$ cat src/rtl/mft_pkg.sv
// Package: shared field positions, select codes and reset values for the
// periodic timer with watchdog. Assumes an 8-bit status register.
package mft_pkg;
    localparam int CSR_W      = 8;
    localparam int BIT_OVF    = 7;   // overflow flag
    localparam int BIT_PER    = 6;   // periodic flag
    localparam int BIT_OVF_EN = 5;   // overflow interrupt enable
    localparam int BIT_PER_EN = 4;   // periodic interrupt enable

    localparam logic       SEL_CSR   = 1'b0;
    localparam logic       SEL_SVC   = 1'b1;
    localparam logic [1:0] RATE_SLOW = 2'b11;

    typedef struct packed {
        logic       ovf_flag;
        logic       per_flag;
        logic       ovf_en;
        logic       per_en;
        logic [1:0] rsvd;
        logic [1:0] rate;
    } csr_t;

    localparam csr_t CSR_RESET = '{ovf_flag: 1'b0, per_flag: 1'b0,
                                   ovf_en: 1'b0, per_en: 1'b0,
                                   rsvd: 2'b00, rate: RATE_SLOW};
endpackage

$ cat src/rtl/mft_prescaler.sv
// Prescaler: one binary divider that yields the counter step and the
// rate-selected periodic tick. Each tick is a one-cycle strobe.
// Assumes RTI_DIV_LOG2 >= CNT_DIV_LOG2 >= 1.
module mft_prescaler #(
    parameter int CNT_DIV_LOG2 = 2,
    parameter int RTI_DIV_LOG2 = 11
) (
    input  logic       clk,
    input  logic       rst_n,
    input  logic       clr,
    input  logic [1:0] rate,
    output logic       cnt_tick,
    output logic       rti_tick
);
    localparam int PRE_W = RTI_DIV_LOG2 + 3;

    logic [PRE_W-1:0] pre_q;
    logic [3:0]       tap;

    // Free-running divider, restarted by reset or watchdog expiry.
    always_ff @(posedge clk) begin
        if (!rst_n || clr) pre_q <= '0;
        else               pre_q <= pre_q + PRE_W'(1);
    end

    // One tap per rate code: all low bits set marks the last clock of a period.
    for (genvar r = 0; r < 4; r++) begin : g_tap
        assign tap[r] = &pre_q[RTI_DIV_LOG2+r-1:0];
    end

    assign rti_tick = tap[rate];
    assign cnt_tick = &pre_q[CNT_DIV_LOG2-1:0];

    AST_TICK_ISOLATED: assert property (@(posedge clk) disable iff (!rst_n)
        (rti_tick && !clr && $stable(rate)) |=> !rti_tick);
endmodule

$ cat src/rtl/mft_freerun.sv
// Free-running counter: advances on each step strobe and flags the wrap
// from all-ones to zero in the same cycle as that step.
module mft_freerun #(
    parameter int CNT_W = 8
) (
    input  logic             clk,
    input  logic             rst_n,
    input  logic             clr,
    input  logic             step,
    output logic [CNT_W-1:0] count,
    output logic             wrap
);
    logic [CNT_W-1:0] cnt_q;

    // Counter register, cleared by reset or watchdog expiry.
    always_ff @(posedge clk) begin
        if (!rst_n || clr) cnt_q <= '0;
        else if (step)     cnt_q <= cnt_q + CNT_W'(1);
    end

    assign wrap  = step && (&cnt_q);
    assign count = cnt_q;

    AST_CNT_STEP: assert property (@(posedge clk) disable iff (!rst_n)
        (step && !clr) |=> count == $past(count) + CNT_W'(1));
    AST_CNT_HOLD: assert property (@(posedge clk) disable iff (!rst_n)
        (!step && !clr) |=> $stable(count));
endmodule

$ cat src/rtl/mft_cop.sv
// Watchdog counter: counts periodic ticks and fires on the tick that would
// wrap it. A service strobe restarts it and beats a coincident tick.
module mft_cop #(
    parameter int COP_W = 6
) (
    input  logic clk,
    input  logic rst_n,
    input  logic tick,
    input  logic service,
    output logic fire
);
    logic [COP_W-1:0] cop_q;

    assign fire = tick && !service && (&cop_q);

    // Tick counter; restart on reset, service or expiry.
    always_ff @(posedge clk) begin
        if (!rst_n || service || fire) cop_q <= '0;
        else if (tick)                 cop_q <= cop_q + COP_W'(1);
    end

    AST_SVC_RESTART: assert property (@(posedge clk) disable iff (!rst_n)
        service |=> cop_q == '0);
    AST_COP_ADVANCE: assert property (@(posedge clk) disable iff (!rst_n)
        (tick && !service && !fire) |=> cop_q == $past(cop_q) + COP_W'(1));
endmodule

$ cat src/rtl/mft_timer_wdog.sv
// Top: status register, flag set/clear rules, interrupt gating and the
// watchdog reset pulse. On expiry every state element returns to its reset
// value in the same edge that raises wdr_o for one cycle.
module mft_timer_wdog
    import mft_pkg::*;
#(
    parameter int CNT_W        = 8,
    parameter int CNT_DIV_LOG2 = 2,
    parameter int RTI_DIV_LOG2 = 11,
    parameter int COP_W        = 6
) (
    input  logic             clk,
    input  logic             rst_n,
    input  logic             wr_en,
    input  logic             wr_sel,
    input  logic [7:0]       wr_data,
    output logic [7:0]       csr_rd,
    output logic [CNT_W-1:0] cnt_rd,
    output logic             irq_o,
    output logic             wdr_o
);
    csr_t csr_q;
    logic cnt_tick, rti_tick, wrap, fire, wdr_q;
    logic csr_wr, svc_wr;
    logic unused_rsvd;

    assign csr_wr      = wr_en && (wr_sel == SEL_CSR);
    assign svc_wr      = wr_en && (wr_sel == SEL_SVC);
    assign unused_rsvd = ^wr_data[3:2];

    mft_prescaler #(.CNT_DIV_LOG2(CNT_DIV_LOG2), .RTI_DIV_LOG2(RTI_DIV_LOG2)) u_pre (
        .clk(clk), .rst_n(rst_n), .clr(fire), .rate(csr_q.rate),
        .cnt_tick(cnt_tick), .rti_tick(rti_tick));

    mft_freerun #(.CNT_W(CNT_W)) u_cnt (
        .clk(clk), .rst_n(rst_n), .clr(fire), .step(cnt_tick),
        .count(cnt_rd), .wrap(wrap));

    mft_cop #(.COP_W(COP_W)) u_cop (
        .clk(clk), .rst_n(rst_n), .tick(rti_tick), .service(svc_wr),
        .fire(fire));

    // Status register: flags set by events, cleared by written zeros; set wins.
    always_ff @(posedge clk) begin
        if (!rst_n || fire) begin
            csr_q <= CSR_RESET;
        end else begin
            csr_q.ovf_flag <= wrap |
                (csr_q.ovf_flag & ~(csr_wr & ~wr_data[BIT_OVF]));
            csr_q.per_flag <= rti_tick |
                (csr_q.per_flag & ~(csr_wr & ~wr_data[BIT_PER]));
            if (csr_wr) begin
                csr_q.ovf_en <= wr_data[BIT_OVF_EN];
                csr_q.per_en <= wr_data[BIT_PER_EN];
                csr_q.rate   <= wr_data[1:0];
            end
        end
    end

    // Watchdog reset pulse, one cycle after the expiry tick.
    always_ff @(posedge clk) begin
        if (!rst_n) wdr_q <= 1'b0;
        else        wdr_q <= fire;
    end

    assign csr_rd = {csr_q.ovf_flag, csr_q.per_flag, csr_q.ovf_en,
                     csr_q.per_en, 2'b00, csr_q.rate};
    assign irq_o  = (csr_q.ovf_flag & csr_q.ovf_en) |
                    (csr_q.per_flag & csr_q.per_en);
    assign wdr_o  = wdr_q;

    AST_OVF_SET: assert property (@(posedge clk) disable iff (!rst_n)
        (wrap && !fire) |=> csr_rd[BIT_OVF]);
    AST_PER_SET: assert property (@(posedge clk) disable iff (!rst_n)
        (rti_tick && !fire) |=> csr_rd[BIT_PER]);
    AST_ONE_KEEPS: assert property (@(posedge clk) disable iff (!rst_n)
        (csr_wr && wr_data[BIT_PER] && csr_rd[BIT_PER] && !fire) |=> csr_rd[BIT_PER]);
    AST_IRQ_SOURCE: assert property (@(posedge clk) disable iff (!rst_n)
        irq_o |-> (csr_rd[BIT_OVF] || csr_rd[BIT_PER]));
    AST_WDR_PULSE: assert property (@(posedge clk) disable iff (!rst_n)
        wdr_o |=> !wdr_o);
    AST_WDR_RESTORES: assert property (@(posedge clk) disable iff (!rst_n)
        wdr_o |-> (csr_rd == 8'h03 && cnt_rd == '0));
endmodule

$ cat config.mk
export PLATFORM = sky130hd
export DESIGN_NAME = mft_timer_wdog
export DESIGN_NICKNAME = d
export VERILOG_FILES = /design/src/rtl/mft_pkg.sv /design/src/rtl/mft_prescaler.sv /design/src/rtl/mft_freerun.sv /design/src/rtl/mft_cop.sv /design/src/rtl/mft_timer_wdog.sv
export SDC_FILE = /design/constraint.sdc
export NUM_CORES = 1
export LEC_CHECK = 0
export ABC_AREA = 1
export BUFFER_PORTS_ARGS = -buffer_cell sky130_fd_sc_hd__buf_2
export CAP_MARGIN = 25
export CELL_PAD_IN_SITES_DETAIL_PLACEMENT = 0
export CELL_PAD_IN_SITES_GLOBAL_PLACEMENT = 1
export CORE_MARGIN = 3
export CORE_UTILIZATION = 35
export DETAILED_ROUTE_END_ITERATION = 7
export GPL_TIMING_DRIVEN = 0
export PLACE_DENSITY = 0.75
export SLEW_MARGIN = 20
export SYNTH_ARGS = -nofsm -noshare
export SYNTH_HDL_FRONTEND = slang
export SYNTH_SLANG_ARGS = --single-unit
$ cat constraint.sdc
create_clock -name clk -period 2.4 [get_ports clk]
set_input_delay 0 -clock clk [delete_from_list [all_inputs] [get_ports clk]]
set_output_delay 0 -clock clk [all_outputs]
set_load 0.01 [all_outputs]
==> metrics.txt, run 1 <==
status=complete, no violations; Final Non-Filler Cells=approximately 300; worst vdd ir=0.000186 V; max_cap viols=0; Final min period=2.15 ns; HP Class=input port to flip-flop; final WL=3280 µm; Pwr Total=1.09 mW; Place WS=0.409 ns; warning count from the yosys run=0; initial drt markers=50; Initial Util=37.4%; most frequent cells in the layout=43 x nand2_1, 34 x dfxtp_1, 28 x nor2_1; Ports=30; clock skew=between 0.006 and 0.007 ns; # diodes=0; Synth Instances=210; largest net degree at the start of global routing=13; TritonCTS Buffers=5; gr busiest metal=met2; PwrDens=538 nW/µm²; Async SR Flop Fraction=0%; P_leak=0.769 nW; Yosys top cell area share=41.9%; clk_lat worst skew=0.28 ns; Setup crit start kind=flip-flop; sw frac=24.3%; commonest non-fill, non-tap cell in the layout=nand2_1; Core Region=4470 µm²; combinational share of power=6.6%; GR Util met2=19.0%; Post-route DRC=0; Worst-path clk slew=0.07 ns; critical path type=flip-flop to flip-flop; num rows=24; grt ovf=0; met1 GRT Util=between 10% and 20%; first-pass GRT wire length=5600 µm; CTS sink cnt=35; clock share of power=38.4%; fin. max-slew vios=0; predominant post-synthesis flop cell=dfxtp_1; routability cong.=about 0.78; Worst EP arrival=2.38 ns; sequential element share of the synthesized area=about two fifths; Area Growth Syn to Fin=21.2%; final setup TNS=0 ns; syn avg cell area=7.97 µm²; post-CTS setup buffer count=0; number of synthesized register bits=35; EDFF count, synth=0; fin worst setup slack=0.250 ns; post-synth cell types=30; Die Ht=75.2 µm; Tcrit/Tclk final=about nine tenths; RSZ-0062 raised after global routing=no; Flop pwr share=55.1%; hold violation count in the final report=0; PortBufs=25; vias in the first global route=1231; ratio of cells with drive above 1 in the final layout=22.3%; Antenna Nets Post-Route=0; CP Max Fanout=8; Clock Tree Root=clkbuf_8; Critical Path RT=2.63 ns; Vias per Instance=4.53; mean routed wirelength per cell=10.8 µm; maximum clock frequency=0.465 GHz; Non-Filler Cell Area, Final=2030 µm²; CTS max path bufs=2; Total GRT Usage=approximately an eighth; HPWL Detailed=2410 µm; dominant cells by area after synthesis=dfxtp_1 42%, nand2_1 9.6%, nor2_1 6.3%; Sw Pwr=roughly 260 µW; NumNets Final=265; Die Footprint=5650 µm²; Synth area leader=dfxtp_1; Mapped Area=between 1500 and 2000 µm²; design internal power=a little over 800 µW; GRT met3 Usage=under 10%; placed insts=288; H-tree depth=2; total number of vias=roughly 1400; Setup crit end kind=flip-flop; clock tree from TritonCTS=done; TritonRoute pass-1 iters=4; DP Area=1870 µm²; initial antenna violation count=0; final setup violation count=0; Die Wd=approximately 75 µm
critical path: stages, from the launching register on:
cell	delay, ns
dfxtp_2	0.40
ha_1	0.15
buf_2	0.20
nand3_4	0.13
nor2_4	0.23
nand3_2	0.13
nor2_4	0.13
nand2_4	0.09
nand3_1	0.08
dlygate4sd3_1	0.54
cell families after synthesis:
group                    Yosys count  share of synthesized area [%]
AO/OA/AOI/OAI                     20                           7.47
XOR/XNOR                          14                           7.32
buffers and inverters             24                           7.55
multiplexers                       2                           1.20
flip-flops                        35                           41.9
adder cells (fa/ha/maj)            3                           2.24
other                              1                          0.224
AND/OR/NAND/NOR                  111                           32.1
synthesized netlist by cell type (3+ instances only):
cell type and n:
nand2_1 43, dfxtp_1 35, nor2_1 28, inv_1 19
nand3_1 16, xor2_1 9, a21oi_1 8, nand4_1 7
a21oi_2 5, nor2_2 5, o21ai_0 5, xnor2_1 5
ha_1 3, nor3_1 3
timing repair:
item	in CTS	in global routing
hold endpoints to repair	4	0
setup endpoints to repair	0	2
resized for setup	0	1
hold buffers	7	0
stage by stage:
step | hold slack [ns] | utilization (%)
6_report | 0.0106 | 45.3
4_1_cts | 0.00646 | 45.3
3_3_place_gp | 0.245 | 41.8
5_1_grt | 0.0372 | 45.3
2_1_floorplan | 0.0850 | -
3_5_place_dp | 0.246 | 41.8
path summary, 6_finish.rpt:
check,from,endpoint,slack [ns],cells after the start
max reg2reg,u_pre.pre_q[0],csr_rd[0],0.25,9
min reg2reg,csr_rd[5],csr_rd[5],0.48,2
max,u_pre.pre_q[0],csr_rd[0],0.25,9
min,rst_n,wdr_o,0.01,3
layer usage:
metal,share of wire [%],routed length (µm),vias to the layer above
li1,-,-,749
met3,4.4,145,4
met4,1.0,33,0
met5,0,0,-
met2,42,1380,31
met1,52,1720,590
cell type report:
| cell class | count | area (µm²) |
|---|---|---|
| Buffer | 5 | 55.1 |
| Clock buffer | 5 | 68.8 |
| Clock inverter | 3 | 20.0 |
| Fill cell | 477 | 2450 |
| Inverter | 19 | 71.3 |
| Multi-Input combinational cell | 152 | 851 |
| Sequential cell | 35 | 702 |
| Tap cell | 52 | 65.1 |
| Timing Repair Buffer | 32 | 195 |
power by group through the flow:
stage	clock network (mW)	registers (mW)	logic, mW
floorplan	0	0.614	0.0397
global placement	0	0.614	0.0634
detailed placement	0	0.614	0.0635
CTS	0.437	0.601	0.0720
global route	0.457	0.603	0.0803
finish	0.419	0.601	0.0715
flip-flops by register name, summed over array words and instances, names as in the netlist:
| register | cells |
|---|---|
| u_pre.pre_q | 14 |
| u_cnt.count | 8 |
| csr_rd | 6 |
| u_cop.cop_q | 6 |
| wdr_o | 1 |
(Power assumes the default switching activity.)
==> inputs of run 2 (changes only) <==
--- a/config.mk
+++ b/config.mk
@@ -10,6 +10,7 @@
 export CAP_MARGIN = 25
 export CELL_PAD_IN_SITES_DETAIL_PLACEMENT = 0
 export CELL_PAD_IN_SITES_GLOBAL_PLACEMENT = 1
+export CORE_ASPECT_RATIO = 2
 export CORE_MARGIN = 3
 export CORE_UTILIZATION = 35
 export DETAILED_ROUTE_END_ITERATION = 7
==> run 2 against run 1 <==
Net effect: global-route usage increased by 1.6 points; cell area grew 0.68%; critical path type unchanged; non-clock buffer count up 1; final cell count increased by 1.3%; utilization decreased by 0.92 points; die area is 0.89% higher; critical endpoint unchanged; largest cell class unchanged; clock skew is essentially flat; sequential cell count did not move; clock power rose by 4%; via count is 2.5% higher.
==> metrics.txt, run 2 (synthesis results as in run 1) <==
TritonRoute pass-1 iters=4 (unchanged); GR Util met2=25.3% (was 19.0%); ratio of cells with drive above 1 in the final layout=22.2% (was 22.3%); num rows=35 (was 24); clock tree from TritonCTS=done (unchanged); H-tree depth=2 (unchanged); sw frac=25.3% (was 24.3%); final WL=3550 µm (was 3280 µm); largest net degree at the start of global routing=13 (unchanged); critical path type=flip-flop to flip-flop (unchanged); commonest non-fill, non-tap cell in the layout=nand2_1 (unchanged); NumNets Final=266 (was 265); Non-Filler Cell Area, Final=2040 µm² (was 2030 µm²); final setup TNS=0 ns (unchanged); Setup crit end kind=flip-flop (unchanged); worst vdd ir=0.000460 V (was 0.000186 V); Vias per Instance=4.59 (was 4.53); hold violation count in the final report=0 (unchanged); DP Area=1870 µm² (about the same); Die Footprint=5700 µm² (was 5650 µm²); status=complete, no violations (unchanged); PwrDens=543 nW/µm² (was 538 nW/µm²); Pwr Total=1.11 mW (was 1.09 mW); Antenna Nets Post-Route=0 (unchanged); clk_lat worst skew=0.29 ns (was 0.28 ns); first-pass GRT wire length=6130 µm (was 5600 µm); grt ovf=0 (unchanged); met1 GRT Util=15.8% (was 18.2%); Total GRT Usage=14.5% (was 13.0%); combinational share of power=6.4% (was 6.6%); Sw Pwr=281 µW (was 265 µW); Worst-path clk slew=0.08 ns (was 0.07 ns); Setup crit start kind=flip-flop (unchanged); Place WS=0.343 ns (was 0.409 ns); RSZ-0062 raised after global routing=no (unchanged); mean routed wirelength per cell=11.6 µm (was 10.8 µm); Die Ht=104 µm (was 75.2 µm); PortBufs=25 (unchanged); Ports=30 (unchanged); most frequent cells in the layout=43 x nand2_1, 34 x dfxtp_1, 28 x nor2_1 (unchanged); Core Region=4600 µm² (was 4470 µm²); CP Max Fanout=8 (unchanged); final setup violation count=0 (unchanged); Die Wd=54.9 µm (was 75.2 µm); post-CTS setup buffer count=0 (unchanged); gr busiest metal=met2 (unchanged); P_leak=0.773 nW (was 0.769 nW); initial antenna violation count=0 (unchanged); Final min period=2.18 ns (was 2.15 ns); vias in the first global route=1353 (was 1231); post-layout util=44.4% (was 45.3%); total number of vias=1409 (was 1374); design internal power=828 µW (was 826 µW); HPWL Detailed=2730 µm (was 2410 µm); CTS max path bufs=2 (unchanged); Area Growth Syn to Fin=22.0% (was 21.2%); routability cong.=0.782 (was 0.781); initial drt markers=27 (was 50); Largest register FFs=14 (unchanged); Biggest register=u_pre.pre_q (unchanged); worst hold margin=0.0122 ns (was 0.0106 ns); max_cap viols=0 (unchanged); TritonCTS Buffers=5 (unchanged); Post-route DRC=0 (unchanged); Critical Path RT=2.63 ns (about the same); fin. max-slew vios=0 (unchanged); Initial Util=36.4% (was 37.4%); placed insts=291 (was 288); Clock Tree Root=clkbuf_8 (unchanged); Final Non-Filler Cells=307 (was 303); Tcrit/Tclk final=90.9% (was 89.6%); fin worst setup slack=0.219 ns (was 0.250 ns); Flop pwr share=54.3% (was 55.1%); maximum clock frequency=0.458 GHz (was 0.465 GHz); GRT met3 Usage=3.45% (was 4.01%); CTS sink cnt=35 (unchanged); HP Class=input port to flip-flop (unchanged); clock share of power=39.2% (was 38.4%); # diodes=0 (unchanged); clock skew=0.00682 ns (was 0.00644 ns); Worst EP arrival=2.41 ns (was 2.38 ns)
run 2: path summary, 6_finish.rpt:
| kind | from | to | slack [ns] | depth (start not counted) |
|---|---|---|---|---|
| max | u_pre.pre_q[0] | csr_rd[0] | 0.22 | 9 |
| min | wr_data[7] | csr_rd[7] | 0.01 | 3 |
| max reg2reg | u_pre.pre_q[0] | csr_rd[0] | 0.22 | 9 |
| min reg2reg | csr_rd[5] | csr_rd[5] | 0.49 | 2 |
run 2: worst max-delay path, stage by stage, from the launching register on:
cell           delay (ns)
dfxtp_2              0.42
ha_1                 0.16
buf_2                0.20
nand3_4              0.13
nor2_4               0.22
nand3_2              0.13
nor2_4               0.14
nand2_4              0.10
nand3_1              0.08
dlygate4sd3_1        0.55
run 2: final cells by class:
class / count / area, µm²
Inverter: 19 / 71.3
Clock inverter: 3 / 20.0
Buffer: 5 / 55.1
Sequential cell: 35 / 702
Multi-Input combinational cell: 152 / 851
Timing Repair Buffer: 33 / 205
Tap cell: 55 / 68.8
Fill cell: 497 / 2560
Clock buffer: 5 / 68.8
run 2: what timing repair did:
item                                   CTS  global route
setup endpoints to repair                0             2
endpoints found under the hold margin    5             0
resized for setup                        0             1
hold buffers                             8             0
run 2: routing by layer:
metal	routed length, µm	share of wire (%)
met1	1370	38
met2	2040	57
met3	84	2.4
met4	65	1.8
met5	0	0
run 2: power groups by stage:
stage          registers [mW]  logic (mW)  clock network (mW)
2_1_floorplan           0.614      0.0397                   0
3_3_place_gp            0.615      0.0630                   0
3_5_place_dp            0.615      0.0634                   0
4_1_cts                 0.602      0.0728               0.445
5_1_grt                 0.604      0.0799               0.470
6_report                0.602      0.0715               0.435
==> inputs of run 3 (changes only) <==
--- a/config.mk
+++ b/config.mk
@@ -7,7 +7,7 @@
 export LEC_CHECK = 0
 export ABC_AREA = 1
 export BUFFER_PORTS_ARGS = -buffer_cell sky130_fd_sc_hd__buf_2
-export CAP_MARGIN = 25
+export CAP_MARGIN = 5
 export CELL_PAD_IN_SITES_DETAIL_PLACEMENT = 0
 export CELL_PAD_IN_SITES_GLOBAL_PLACEMENT = 1
 export CORE_ASPECT_RATIO = 2
@@ -16,6 +16,7 @@
 export DETAILED_ROUTE_END_ITERATION = 7
 export GPL_TIMING_DRIVEN = 0
 export PLACE_DENSITY = 0.75
+export REMOVE_ABC_BUFFERS = 1
 export SLEW_MARGIN = 20
 export SYNTH_ARGS = -nofsm -noshare
 export SYNTH_HDL_FRONTEND = slang
==> run 3 against run 2 <==
Net effect: first-iteration DRC count shrank 59%; clock power grew 43%; combinational power shrank 13%; final cell count shrank 2.0%; worst hold slack gained 0.012 ns; clock skew grew 0.0026 ns.
==> metrics.txt, run 3 (synthesis results as in run 1) <==
Clock Tree Root=clkbuf_8 (unchanged); Core Region=4600 µm² (unchanged); CP Max Fanout=8 (unchanged); design internal power=1.03 mW (was 828 µW); HPWL Detailed=2670 µm (was 2730 µm); Area Growth Syn to Fin=20.8% (was 22.0%); Die Wd=54.9 µm (unchanged); crit-path max cell delay=0.54 ns (was 0.55 ns); Largest register FFs=14 (unchanged); HP Class=input port to flip-flop (unchanged); crit path max-delay cell type=dlygate4sd3_1 (unchanged); mean routed wirelength per cell=11.6 µm (about the same); Biggest register=u_pre.pre_q (unchanged); CTS sink cnt=35 (unchanged); Die Ht=104 µm (unchanged); final WL=3500 µm (was 3550 µm); worst vdd ir=0.000642 V (was 0.000460 V); PortBufs=25 (unchanged); multi-input logic area=853 µm² (was 851 µm²); routability cong.=0.722 (was 0.782); clock tree from TritonCTS=done (unchanged); first-pass GRT wire length=5730 µm (was 6130 µm); combinational share of power=4.9% (was 6.4%); hold path depth=3 (unchanged); RSZ-0062 raised after global routing=no (unchanged); ratio of cells with drive above 1 in the final layout=20.3% (was 22.2%); Fillers=493 (was 497); Initial Util=36.4% (unchanged); Setup crit start kind=flip-flop (unchanged); most frequent cells in the layout=43 x nand2_1, 35 x dfxtp_1, 28 x nor2_1 (was 43 x nand2_1, 34 x dfxtp_1, 28 x nor2_1); Final min period=2.18 ns (about the same); Sw Pwr=253 µW (was 281 µW); TritonCTS Buffers=5 (unchanged); Reg2Reg Depth=8 (was 9); Reg2Reg Setup Slack=0.22 ns (about the same); max_cap viols=0 (unchanged); crit-path cells=ha_2 -> nand3_4 -> nor2_4 -> nand3_2 -> nor2_4 -> nand2_4 -> nand3_1 -> dlygate4sd3_1 (was ha_1 -> buf_2 -> nand3_4 -> nor2_4 -> nand3_2 -> nor2_4 -> nand2_4 -> nand3_1 -> dlygate4sd3_1); final setup violation count=0 (unchanged); Antenna Nets Post-Route=0 (unchanged); fin. max-slew vios=0 (unchanged); Critical Path RT=2.63 ns (about the same); RR Endpoint=csr_rd[0] (unchanged); clock share of power=48.4% (was 39.2%); Total GRT Usage=13.6% (was 14.5%); initial antenna violation count=0 (unchanged); PwrDens=636 nW/µm² (was 543 nW/µm²); vias in the first global route=1370 (was 1353); post-CTS setup buffer count=0 (unchanged); initial drt markers=11 (was 27); Post-route DRC=0 (unchanged); Die Footprint=5700 µm² (unchanged); Hold Path End=csr_rd[4] (was csr_rd[7]); Vias per Instance=4.65 (was 4.59); final setup TNS=0 ns (unchanged); maximum clock frequency=0.458 GHz (about the same); Flop pwr share=46.7% (was 54.3%); TritonRoute pass-1 iters=4 (unchanged); largest net degree at the start of global routing=27 (was 13); P_leak=0.761 nW (was 0.773 nW); Tcrit/Tclk final=91.0% (was 90.9%); post-layout util=44.0% (was 44.4%); total number of vias=1400 (was 1409); clock skew=0.00942 ns (was 0.00682 ns); # diodes=0 (unchanged); critical path type=flip-flop to flip-flop (unchanged); startpoint of the worst hold path=wr_en (was wr_data[7]); Ports=30 (unchanged); CTS max path bufs=2 (unchanged); NumNets Final=260 (was 266); Worst-path clk slew=0.07 ns (was 0.08 ns); CP dominant cell by count=nor2_4 (unchanged); Worst EP arrival=2.42 ns (was 2.41 ns); H-tree depth=2 (unchanged); commonest non-fill, non-tap cell in the layout=nand2_1 (unchanged); Setup crit end kind=flip-flop (unchanged); status=complete, no violations (unchanged); FF-to-FF Start=u_pre.pre_q[0] (unchanged); num rows=35 (unchanged); sw frac=19.7% (was 25.3%); hold violation count in the final report=0 (unchanged); grt ovf=0 (unchanged); Sequential Area=701 µm² (was 702 µm²); clk_lat worst skew=0.28 ns (was 0.29 ns)
## run 3: cell types whose count changed in the layout (fill, tap and decap cells not counted), sizes merged
cell         change
clkbuf           +1
buf              -5
clkinv           -1
bufinv           +2
clkinvlp         -2
dlygate4sd3      -1
## run 3: worst max-delay path, delay by kind of cell (launching register included)
family                     cells  cell delay, ns
and+or+nand+nor                6            0.81
DFF                            1            0.46
buffers and inverters          1            0.54
adders and majority gates      1            0.34
## run 3: worst max path at each step
stage	cells after the start	slack, ns	endpoint	startpoint
detailed placement	8	0.30	u_cop.cop_q[4]	u_pre.pre_q[0]
global placement	8	0.31	u_cop.cop_q[4]	u_pre.pre_q[0]
finish	8	0.22	csr_rd[0]	u_pre.pre_q[0]
CTS	8	0.08	csr_rd[0]	u_pre.pre_q[0]
global route	8	0.05	csr_rd[1]	u_pre.pre_q[0]
floorplan	8	0.66	u_cop.cop_q[4]	u_pre.pre_q[0]
## run 3: layout make-up
class | instances | area share [%]
flip-flops and latches | 35 | 34.7
multi-input cells | 152 | 42.2
inverters | 19 | 3.53
repair buffers | 32 | 9.65
well taps | 55 | 3.40
clock inverters | 2 | 2.97
clock buffers | 6 | 3.59
## run 3: repair_timing
item / in CTS / in global routing
hold buffers: 7 / 0
endpoints found under the setup margin: 0 / 2
gates resized for setup: 0 / 1
endpoints found under the hold margin: 5 / 0
## run 3: power by group through the flow
stage	sequential, mW	combinational, mW	clock [mW]
floorplan	0.614	0.0304	0
global placement	0.614	0.0534	0
detailed placement	0.614	0.0537	0
CTS	0.601	0.0625	0.643
global route	0.602	0.0706	0.665
finish	0.601	0.0624	0.623
## run 3: layer usage
metal	track usage (%)	part of all wire (%)
met5	0	0
met4	6.78	2.4
met3	3.02	2.8
met2	26.0	59
met1	11.8	36
## run 3: through the flow
step	cell area (µm²)	total power [mW]	setup slack [ns]	std cells	hold slack, ns
after global routing	2020	1.34	0.0503	301	0.0187
after floorplan	1620	0.645	0.663	206	0.0850
after CTS	2020	1.31	0.0817	301	0.00658
final	2020	1.29	0.216	301	0.0242
after detailed placement	1820	0.668	0.304	286	0.238
after global placement	1820	0.667	0.307	286	0.234
